**src/rtl/xl_pkg.sv**
```systemverilog
package xl_pkg;

    typedef enum logic [0:0] {
        ST_IDLE = 1'b0,
        ST_WALK = 1'b1
    } tlb_state_e;

endpackage

```
**src/rtl/xlat_cam.sv**
```systemverilog
module xlat_cam #(
    parameter int N     = 8,
    parameter int KEY_W = 20,
    localparam int IDX_W = (N > 1) ? $clog2(N) : 1
) (
    input  logic                        clk,
    input  logic                        rst_n,
    input  logic [N-1:0]                ent_valid,
    input  logic [N-1:0][KEY_W-1:0]     ent_key,
    input  logic [KEY_W-1:0]            key,
    output logic                        match_any,
    output logic [IDX_W-1:0]            match_idx
);

    logic [N-1:0] match_vec;

    for (genvar g = 0; g < N; g++) begin : g_cmp
        assign match_vec[g] = ent_valid[g] && (ent_key[g] == key);
    end

    always_comb begin
        match_idx = '0;
        for (int i = 0; i < N; i++) begin
            if (match_vec[i]) match_idx = match_idx | IDX_W'(i);
        end
    end

    assign match_any = |match_vec;


    one_match_chk: assert property (@(posedge clk) disable iff (!rst_n)
        $onehot0(match_vec));

endmodule

```
**src/rtl/xlat_victim.sv**
```systemverilog
module xlat_victim #(
    parameter int N = 8,
    localparam int IDX_W = (N > 1) ? $clog2(N) : 1
) (
    input  logic             clk,
    input  logic             rst_n,
    input  logic [N-1:0]     ent_valid,
    input  logic [N-1:0]     ent_use,
    output logic [IDX_W-1:0] pick_idx,
    output logic             wrap
);

    logic found;

    always_comb begin
        pick_idx = '0;
        found    = 1'b0;
        for (int i = 0; i < N; i++) begin
            if (!found && !ent_valid[i]) begin
                pick_idx = IDX_W'(i);
                found    = 1'b1;
            end
        end
        for (int i = 0; i < N; i++) begin
            if (!found && !ent_use[i]) begin
                pick_idx = IDX_W'(i);
                found    = 1'b1;
            end
        end
        wrap = !found;
    end


    free_first_chk: assert property (@(posedge clk) disable iff (!rst_n)
        (~&ent_valid) |-> !ent_valid[pick_idx]);


    wrap_zero_chk: assert property (@(posedge clk) disable iff (!rst_n)
        wrap |-> (pick_idx == '0) && (&ent_use) && (&ent_valid));


    clear_use_chk: assert property (@(posedge clk) disable iff (!rst_n)
        (&ent_valid && !wrap) |-> !ent_use[pick_idx]);

endmodule

```
**src/rtl/xlat_tlb.sv**
```systemverilog
module xlat_tlb #(
    parameter int ENTRIES = 8,
    parameter int VA_W    = 32,
    parameter int PA_W    = 30,
    parameter int OFF_W   = 12,
    localparam int VPN_W  = VA_W - OFF_W,
    localparam int PPN_W  = PA_W - OFF_W,
    localparam int IDX_W  = (ENTRIES > 1) ? $clog2(ENTRIES) : 1
) (
    input  logic             clk,
    input  logic             rst_n,
    input  logic             flush,
    input  logic             lk_req,
    input  logic [VA_W-1:0]  lk_va,
    input  logic             lk_store,
    output logic             lk_ready,
    output logic             lk_done,
    output logic             lk_hit,
    output logic             lk_miss,
    output logic [PA_W-1:0]  lk_pa,
    output logic             lk_dirty,
    output logic             walk_req,
    output logic [VPN_W-1:0] walk_vpn,
    input  logic             fill_valid,
    input  logic [PPN_W-1:0] fill_ppn
);
    import xl_pkg::*;

    tlb_state_e state_q, state_d;

    logic [ENTRIES-1:0]             valid_q;
    logic [ENTRIES-1:0]             use_q;
    logic [ENTRIES-1:0]             dirty_q;
    logic [ENTRIES-1:0][VPN_W-1:0]  vpn_q;
    logic [ENTRIES-1:0][PPN_W-1:0]  ppn_q;

    logic [VA_W-1:0] pend_va_q;
    logic            pend_st_q;

    logic             accept;
    logic             refill;
    logic             hit_any;
    logic [IDX_W-1:0] hit_idx;
    logic [IDX_W-1:0] vic_idx;
    logic             vic_wrap;

    xlat_cam #(.N(ENTRIES), .KEY_W(VPN_W)) u_cam (
        .clk       (clk),
        .rst_n     (rst_n),
        .ent_valid (valid_q),
        .ent_key   (vpn_q),
        .key       (lk_va[VA_W-1:OFF_W]),
        .match_any (hit_any),
        .match_idx (hit_idx)
    );

    xlat_victim #(.N(ENTRIES)) u_vic (
        .clk       (clk),
        .rst_n     (rst_n),
        .ent_valid (valid_q),
        .ent_use   (use_q),
        .pick_idx  (vic_idx),
        .wrap      (vic_wrap)
    );

    assign accept   = (state_q == ST_IDLE) && lk_req && !flush;
    assign refill   = (state_q == ST_WALK) && fill_valid;
    assign lk_ready = (state_q == ST_IDLE);
    assign walk_req = (state_q == ST_WALK);
    assign walk_vpn = pend_va_q[VA_W-1:OFF_W];

    // next state: LOOKUP_HIT, LOOKUP_MISS, REFILL
    always_comb begin
        state_d = state_q;
        unique case (state_q)
            ST_IDLE: if (accept && !hit_any) state_d = ST_WALK;
            ST_WALK: if (fill_valid)         state_d = ST_IDLE;
            default: state_d = ST_IDLE;
        endcase
    end

    // state register
    always_ff @(posedge clk) begin
        if (!rst_n) state_q <= ST_IDLE;
        else        state_q <= state_d;
    end

    // pending request capture
    always_ff @(posedge clk) begin
        if (!rst_n) begin
            pend_va_q <= '0;
            pend_st_q <= 1'b0;
        end else if (accept && !hit_any) begin
            pend_va_q <= lk_va;
            pend_st_q <= lk_store;
        end
    end

    // entry table
    always_ff @(posedge clk) begin
        if (!rst_n) begin
            valid_q <= '0;
            use_q   <= '0;
            dirty_q <= '0;
            vpn_q   <= '0;
            ppn_q   <= '0;
        end else begin
            if (flush) valid_q <= '0;
            if (accept && hit_any) begin
                use_q[hit_idx] <= 1'b1;
                if (lk_store) dirty_q[hit_idx] <= 1'b1;
            end
            if (refill) begin
                for (int i = 0; i < ENTRIES; i++) begin
                    if (vic_wrap) use_q[i] <= 1'b0;
                end
                valid_q[vic_idx] <= 1'b1;
                use_q[vic_idx]   <= 1'b1;
                dirty_q[vic_idx] <= pend_st_q;
                vpn_q[vic_idx]   <= pend_va_q[VA_W-1:OFF_W];
                ppn_q[vic_idx]   <= fill_ppn;
            end
        end
    end

    // outputs
    always_ff @(posedge clk) begin
        if (!rst_n) begin
            lk_done  <= 1'b0;
            lk_hit   <= 1'b0;
            lk_miss  <= 1'b0;
            lk_pa    <= '0;
            lk_dirty <= 1'b0;
        end else begin
            lk_done <= 1'b0;
            lk_hit  <= 1'b0;
            lk_miss <= 1'b0;
            unique case (state_q)
                ST_IDLE: begin
                    if (accept && hit_any) begin
                        lk_done  <= 1'b1;
                        lk_hit   <= 1'b1;
                        lk_pa    <= {ppn_q[hit_idx], lk_va[OFF_W-1:0]};
                        lk_dirty <= dirty_q[hit_idx] | lk_store;
                    end else if (accept) begin
                        lk_miss  <= 1'b1;
                    end
                end
                ST_WALK: begin
                    if (fill_valid) begin
                        lk_done  <= 1'b1;
                        lk_pa    <= {fill_ppn, pend_va_q[OFF_W-1:0]};
                        lk_dirty <= pend_st_q;
                    end
                end
                default: ;
            endcase
        end
    end


    hit_done_chk: assert property (@(posedge clk) disable iff (!rst_n)
        lk_hit |-> lk_done && !lk_miss);


    miss_walk_chk: assert property (@(posedge clk) disable iff (!rst_n)
        lk_miss |-> walk_req && !lk_done);


    walk_hold_chk: assert property (@(posedge clk) disable iff (!rst_n)
        walk_req && !fill_valid |=> walk_req && $stable(walk_vpn));


    fill_done_chk: assert property (@(posedge clk) disable iff (!rst_n)
        walk_req && fill_valid |=> lk_done && !lk_hit && lk_ready);


    flush_clear_chk: assert property (@(posedge clk) disable iff (!rst_n)
        flush && !(walk_req && fill_valid) |=> (valid_q == '0));


    busy_ignore_chk: assert property (@(posedge clk) disable iff (!rst_n)
        !lk_ready |=> !lk_miss && !lk_hit);

endmodule

```
**config.mk**
```make
export PLATFORM = sky130hd
export DESIGN_NAME = xlat_tlb
export DESIGN_NICKNAME = d
export VERILOG_FILES = /design/src/rtl/xl_pkg.sv /design/src/rtl/xlat_cam.sv /design/src/rtl/xlat_victim.sv /design/src/rtl/xlat_tlb.sv
export SDC_FILE = /design/constraint.sdc
export NUM_CORES = 1
export LEC_CHECK = 0
export ABC_AREA = 1
export BUFFER_PORTS_ARGS = -buffer_cell sky130_fd_sc_hd__buf_2
export CAP_MARGIN = 20
export CORE_ASPECT_RATIO = 0.6
export CORE_UTILIZATION = 45
export CTS_CLUSTER_DIAMETER = 100
export DETAILED_ROUTE_END_ITERATION = 6
export PLACE_DENSITY = 0.59
export RECOVER_POWER = 25
export SYNTH_ARGS = -nofsm -noshare
export SYNTH_HDL_FRONTEND = slang
export SYNTH_SLANG_ARGS = --single-unit
```
**constraint.sdc**
```tcl
create_clock -name clk -period 2.5 [get_ports clk]
set_input_delay 0.25 -clock clk [delete_from_list [all_inputs] [get_ports clk]]
set_output_delay 0.25 -clock clk [all_outputs]
set_load 0.01 [all_outputs]
```
### Word-level counts from Yosys, hierarchy flattened

Index checks and enable logic that the tools add are counted.

* bits in registers: 396
* latch bits: 0
* memory bits (writable): 0
* ROM bits: 0
* memories kept: 0

* add/sub/neg operators: 0
* multiply operators: 0
* divide/modulo/power cells: 0
* $lt $le $gt $ge: 4
* equal/unequal tests: 10
* shift operators: 0
* multiplexer cells: 99
* bitwise gates (word level): 7
* reduce and logical (&&, ||, !) cells: 65

Operators by type and width (number)
* $bwmux 160: 1
* $eq 20x20->1: 8
* $bwmux 144: 1
* $mux 8: 9
* $demux 20 s3: 1
* $mux 30: 2
* $pmux 30 s2: 1
* $bmux 18 s3: 1
* $demux 18 s3: 1
* $mux 3: 18
* $mux 1: 52
* $mux 18: 2
* $or 8x8->8: 4
* $logic_not 1->1: 31
* $logic_and 1x1->1: 30
* $mux 20: 1
* $bwmux 8: 1
* $lt 3x4->1 const B: 2
* $reduce_or 8->1: 1
* $demux 1 s3: 2
* $ge 3x1->1 const B: 2
* $pmux 1 s2: 3
* $mux 2: 2
* $bmux 1 s3: 1
* 7 further kinds: 8

### Longest topological paths before layout

* depth in word-level cells: 51
* gate-level depth with buffers: 20

### By module

From an unflattened synthesis, not the netlist that was laid out.

* cell total of the unflattened synthesis: 2766
* area, all modules: 18397.6 um^2

By module, submodules not included
* xlat_tlb: instances 1, cells an instance 2045, area each 15348.5 um^2
* xlat_cam: instances 1, cells an instance 673, area each 2806.4 um^2
* xlat_victim: instances 1, cells an instance 48, area each 242.7 um^2

### Least setup slack after synthesis

OpenSTA, ideal clock, no wires.

* path kind: register to register
* from: register valid_q[0]
* to: register ppn_q[43] in the netlist's numbering
* arrival time: 2018 ps
* slack: 366 ps
* cell stages (with the launch flop): 18
* buffers on the path: 2
* period minus slack after synthesis: 2134 ps
* cell sequence: dfxtp_1 -> nand2_2 -> nor2_4 -> nand4_2 -> nor2_1 -> nand2_1 -> nor2_2 -> nand2_2 -> nor3_4 -> o211ai_2 -> nand2_2 -> nor2_1 -> nand2_2 -> inv_2 -> buf_6 -> buf_6 -> nor2_1 -> nor2_1

* word-level cells in the longest chain between the ends: 49

RTL lines
* start, declared: line xlat_tlb.sv:31 `logic [ENTRIES-1:0] valid_q;`
* start signal, assigned: line xlat_tlb.sv:102 `valid_q <= '0;`
* start signal, assigned: line xlat_tlb.sv:108 `if (flush) valid_q <= '0;`
* start signal, assigned by index: line xlat_tlb.sv:117 `valid_q[vic_idx] <= 1'b1;`
* $mux 1 / $logic_and 1x1->1 (equally long branches): line xlat_victim.sv:19 `if (!found && !ent_valid[i]) begin`
* $mux 1: line xlat_victim.sv:19
* $logic_not 1->1: line xlat_victim.sv:19
* $logic_and 1x1->1: line xlat_victim.sv:19
* $mux 1: line xlat_victim.sv:19
* $logic_not 1->1: line xlat_victim.sv:19
* $logic_and 1x1->1: line xlat_victim.sv:19
* $mux 1: line xlat_victim.sv:19
* (+33 left out)
* $logic_not 1->1: line xlat_victim.sv:25 `if (!found && !ent_use[i]) begin`
* $logic_and 1x1->1: line xlat_victim.sv:25
* $mux 3 (*): line xlat_victim.sv:25
* $lt 3x4->1 (not written as such) / $ge 3x1->1 (equally long branches): line xlat_tlb.sv:121 `ppn_q[vic_idx] <= fill_ppn;`
* $logic_and 1x1->1 (not written as such): line xlat_tlb.sv:121
* $mux 18 (not written as such): line xlat_tlb.sv:121
* $demux 18 s3 (*): line xlat_tlb.sv:121
* $bwmux 144 (*): line xlat_tlb.sv:121
* end signal, assigned by index: line xlat_tlb.sv:121
* end, declared: line xlat_tlb.sv:35 `logic [ENTRIES-1:0][PPN_W-1:0] ppn_q;`

Mark *: on every way between the ends. The rest lies on a longest branch, timed or not.
A chain may end at the register's enable or synchronous reset.

### Worst setup path after layout

* from: register valid_q[3]
* to: register ppn_q[102] in the netlist's numbering

* word-level cells in the longest chain between the ends: 44

RTL lines (line)
* $logic_not 1->1 (*): xlat_victim.sv:19
* $logic_and 1x1->1 (*): xlat_victim.sv:19
* $mux 1: xlat_victim.sv:19
* $logic_not 1->1: xlat_victim.sv:19
* $logic_and 1x1->1: xlat_victim.sv:19
* $mux 1: xlat_victim.sv:19
* $logic_not 1->1: xlat_victim.sv:19
* $logic_and 1x1->1: xlat_victim.sv:19
* (+28 left out)
* $logic_not 1->1: xlat_victim.sv:25
* $logic_and 1x1->1: xlat_victim.sv:25
* $mux 3 (*): xlat_victim.sv:25
* $lt 3x4->1 (not written as such) / $ge 3x1->1 (equally long branches): xlat_tlb.sv:121
* $logic_and 1x1->1 (not written as such): xlat_tlb.sv:121
* $mux 18 (not written as such): xlat_tlb.sv:121
* $demux 18 s3 (*): xlat_tlb.sv:121
* $bwmux 144 (*): xlat_tlb.sv:121

Marks and branches as above.

==> impl_metrics.env <==
export IMPL_fillers=4037
export IMPL_wl_mm=85.43
export IMPL_grt_max_degree=80
export IMPL_initial_core_util=0.4559
export IMPL_final_common_cell="nor2_1"
export IMPL_yosys_area_top_type_share=0.4153
export IMPL_wl_met1_mm=38.60
export IMPL_ir_drop_uv=479.8
export IMPL_cp_arrival_ns=3.07
export IMPL_post_route_min_period_ns=2.592
export IMPL_wl_met3_mm=13.86
export IMPL_power_density_nw_per_um2=570.0
export IMPL_synth_cell_types=38
export IMPL_rsz0062_at_grt="true"
export IMPL_grt_usage=0.3684
export IMPL_yosys_warnings=0
export IMPL_r2r_setup_slack_ns=-0.09
export IMPL_yosysSeqAreaShare=0.4153
export IMPL_cts_root_buf="clkbuf_16"
export IMPL_worst_pin_slew_ns=0.7253
export IMPL_areaGrowthSynthToFinish_pct=28.24
export IMPL_end_kind="flip-flop"
export IMPL_fin_skew_ns=0.01514
export IMPL_post_route_period_util=1.037
export IMPL_cp_cell_sequence="buf_6 > nand2_4 > nor2_4 > nand4_2 > nor2_2 > nand2_1 > nor2_2 > nand2_2 > nor3_4 > buf_4 > nand4_4 > nand2_2 > nand2_4 > buf_4 > nor2_4 > buf_6 > buf_12 > o21ai_0 > nor2_1"
export IMPL_rows=58
export IMPL_crit_path_max_incr_delay_ns=0.33
export IMPL_die_x_microns=267.9
export IMPL_ant_nets=0
export IMPL_grt_pass1_wl_mm=117.6
export IMPL_wl_met2_mm=31.42
export IMPL_min_path_type="in -> reg"
export IMPL_syn_avg_cell_area_sq_um=6.427
export IMPL_top_layer="met4"
export IMPL_final_setup_viol_count=125
export IMPL_dp_hpwl_mm=56.47
export IMPL_holdPathStages=3
export IMPL_drc_errors=2
export IMPL_leakagePower_uw=0.01104
export IMPL_core_sq_um=41870
export IMPL_worst_r2r_path_depth=19
export IMPL_finalPower_uw=13950
export IMPL_cts_made_buffers=40
export IMPL_place_gp_congestion=1.050
export IMPL_syn_inst=2970
export IMPL_chipHeight_microns=161.5
export IMPL_ys_seq_elements=396
export IMPL_portBuffers=111
export IMPL_routed_via_density=5.553
export IMPL_vias=20920
export IMPL_layout_common_cells="nor2_1 (731), nand2_1 (553), dfxtp_1 (364)"
export IMPL_htree_levels=2
export IMPL_first_global_vias=18140
export IMPL_hp_start="fill_valid"
export IMPL_synth_area_top_cells="dfxtp_1 (42%), nor2_1 (15%), nand2_1 (12%), o21ai_0 (10%), inv_1 (4.4%)"
export IMPL_syn_area_sq_um=19090
export IMPL_cts_clk_slew_worst_paths_ns=0.06
export IMPL_drtIter0Drc=2961
export IMPL_antenna_found_initial=4
export IMPL_layout_setup_ws_ns=-0.09193
export IMPL_drv_cap=0
export IMPL_worstSetupStartpointType="flip-flop"
export IMPL_cp_slowest_cell="dfxtp_2"
export IMPL_cts_tree="built"
export IMPL_r2r_start="valid_q[3]$_SDFF_PN0_"
export IMPL_ios=112
export IMPL_overflow=0
export IMPL_outcome="finished, violations left"
export IMPL_finalNetCount=3221
export IMPL_cts_sinks=396
export IMPL_syn_nets=3026
export IMPL_synth_top_area_cell="dfxtp_1"
export IMPL_worst_path_buf_inv=5
export IMPL_violations="design-rule violations, negative setup slack"
export IMPL_r2r_end="ppn_q[102]$_SDFFE_PN0P_"
export IMPL_crit_family="simple AND/OR/NAND/NOR gates"
export IMPL_critical_path_class="reg -> reg"
export IMPL_slew_viol_final=0
export IMPL_fmax_ghz=0.3858
export IMPL_pre_cts_slack_ns=-0.5187
export IMPL_path_max_fanout=17
export IMPL_relSlewSlack=0.5158
export IMPL_wl_per_cell_microns=22.68
export IMPL_dr_pass1_iters=7
export IMPL_cts_buffer_depth=3
export IMPL_worstHoldEndpoint="walk_req$_SDFF_PN0_"
export IMPL_critical_path_required_ns=2.98
export IMPL_drive_gt1_frac=0.2110
export IMPL_dieArea_sq_um=43270
export IMPL_insertion_delay_ns=0.56
export IMPL_finalHoldViolCount=0
-- worst min-delay path, cell delays in order --
cell	delay (ns)
buf_2	0.13
or2_2	0.11
a21oi_1	0.05
-- cells in the mapped netlist --
cell type  instances
xnor2_1           16
nor2_2            11
nor2_1           787
buf_2             55
nor3_4             1
nand2_1          606
nor3_1             2
nor2_4             3
nand3_1           94
buf_1              5
o211ai_1           2
nand3_2            5
o211ai_2           1
o21ai_0          382
clkbuf_2           6
or2_0              3
clkinv_1           1
nand4_1           46
inv_1            226
xor2_1             1
nand2_2            8
a21oi_1           58
o2111ai_1          1
a31oi_1           13
dfxtp_1          396
o41ai_1            1
o22ai_1            3
buf_4             37
clkinv_2           1
a32o_1             1
nand4_2            2
nand2_4            2
or2_2             26
clkbuf_1         116
nand3b_1           5
buf_6             10
o21ai_1           21
inv_2             16
-- final cells by class --
type	instances	area, sq um	area share
Tap cell	570	713.2	0.02913
Clock buffer	57	1156	0.04723
Clock inverter	15	157.7	0.006440
Sequential cell	396	7980	0.3260
Timing Repair Buffer	382	3657	0.1494
Multi-Input combinational cell	2101	9863	0.4029
Inverter	244	947.2	0.03869
Antenna cell	2	5.005	0.0002044
-- power by group --
| part | internal, uW | leakage (uW) | switching [uW] | total (uW) |
|---|---|---|---|---|
| Combinational | 407 | 0.00718 | 771 | 1180 |
| Sequential | 6390 | 0.00322 | 138 | 6530 |
| Clock | 3540 | 0.000644 | 2710 | 6250 |
| Total | 10300 | 0.0110 | 3620 | 14000 |
-- cell families after synthesis --
group	after synthesis	synth area share
compound gates	483	0.1290
xor+xnor	17	0.007800
buf+inv	473	0.1083
flops	396	0.4153
simple gates	1601	0.3396
-- worst max path at each step --
stage                              end             startpoint  cells past startpoint
6_report       ppn_q[102]$_SDFFE_PN0P_  valid_q[3]$_SDFF_PN0_                     19
5_1_grt        vpn_q[139]$_SDFFE_PN0P_  valid_q[3]$_SDFF_PN0_                     20
4_1_cts        ppn_q[143]$_SDFFE_PN0P_  valid_q[3]$_SDFF_PN0_                     16
3_5_place_dp     lk_dirty$_SDFFE_PN0P_              lk_va[24]                     20
3_3_place_gp     lk_dirty$_SDFFE_PN0P_              lk_va[25]                     21
2_1_floorplan   ppn_q[43]$_SDFFE_PN0P_  valid_q[0]$_SDFF_PN0_                     17
-- per-layer routing --
layer  GRT usage  up-vias
met1      0.5583     9849
li1            -     9653
met4     0.07117        0
met5           0        -
met3      0.1581      125
met2      0.4691     1293
-- stage by stage --
step           instance area, sq um  hold slack [ns]  cells  setup TNS (ns)  utilization
6_report                      24480          0.04145   3767          -3.522       0.5846
5_1_grt                       24480          0.03677   3766          -46.92       0.5846
4_1_cts                       23240          0.01381   3734         -0.5677       0.5550
3_5_place_dp                  21380           0.4362   3633          -76.57       0.5107
3_3_place_gp                  21380           0.4300   3633          -37.33       0.5107
2_1_floorplan                 19090           0.4109   2970               0            -
-- registers in the layout (all words and copies together) (netlist names) --
| register | cells |
|---|---|
| dirty_q | 8 |
| lk_dirty | 1 |
| use_q | 8 |
| vpn_q | 160 |
| valid_q | 8 |
| walk_req | 1 |
| pend_va_q | 32 |
| lk_hit | 1 |
| lk_done | 1 |
| ppn_q | 144 |
| lk_miss | 1 |
| lk_pa | 30 |
| pend_st_q | 1 |
-- timing repair --
| action | 4_1_cts | 5_1_grt |
|---|---|---|
| setup endpoints to repair | 369 | 389 |
| endpoints found under the hold margin | 17 | 0 |
| gates cloned | 4 | 17 |
| setup buffers | 14 | 16 |
| gates resized for setup | 60 | 311 |
| pin swaps | 11 | 82 |
| hold buffers | 12 | 0 |
(Power assumes the default switching activity.)
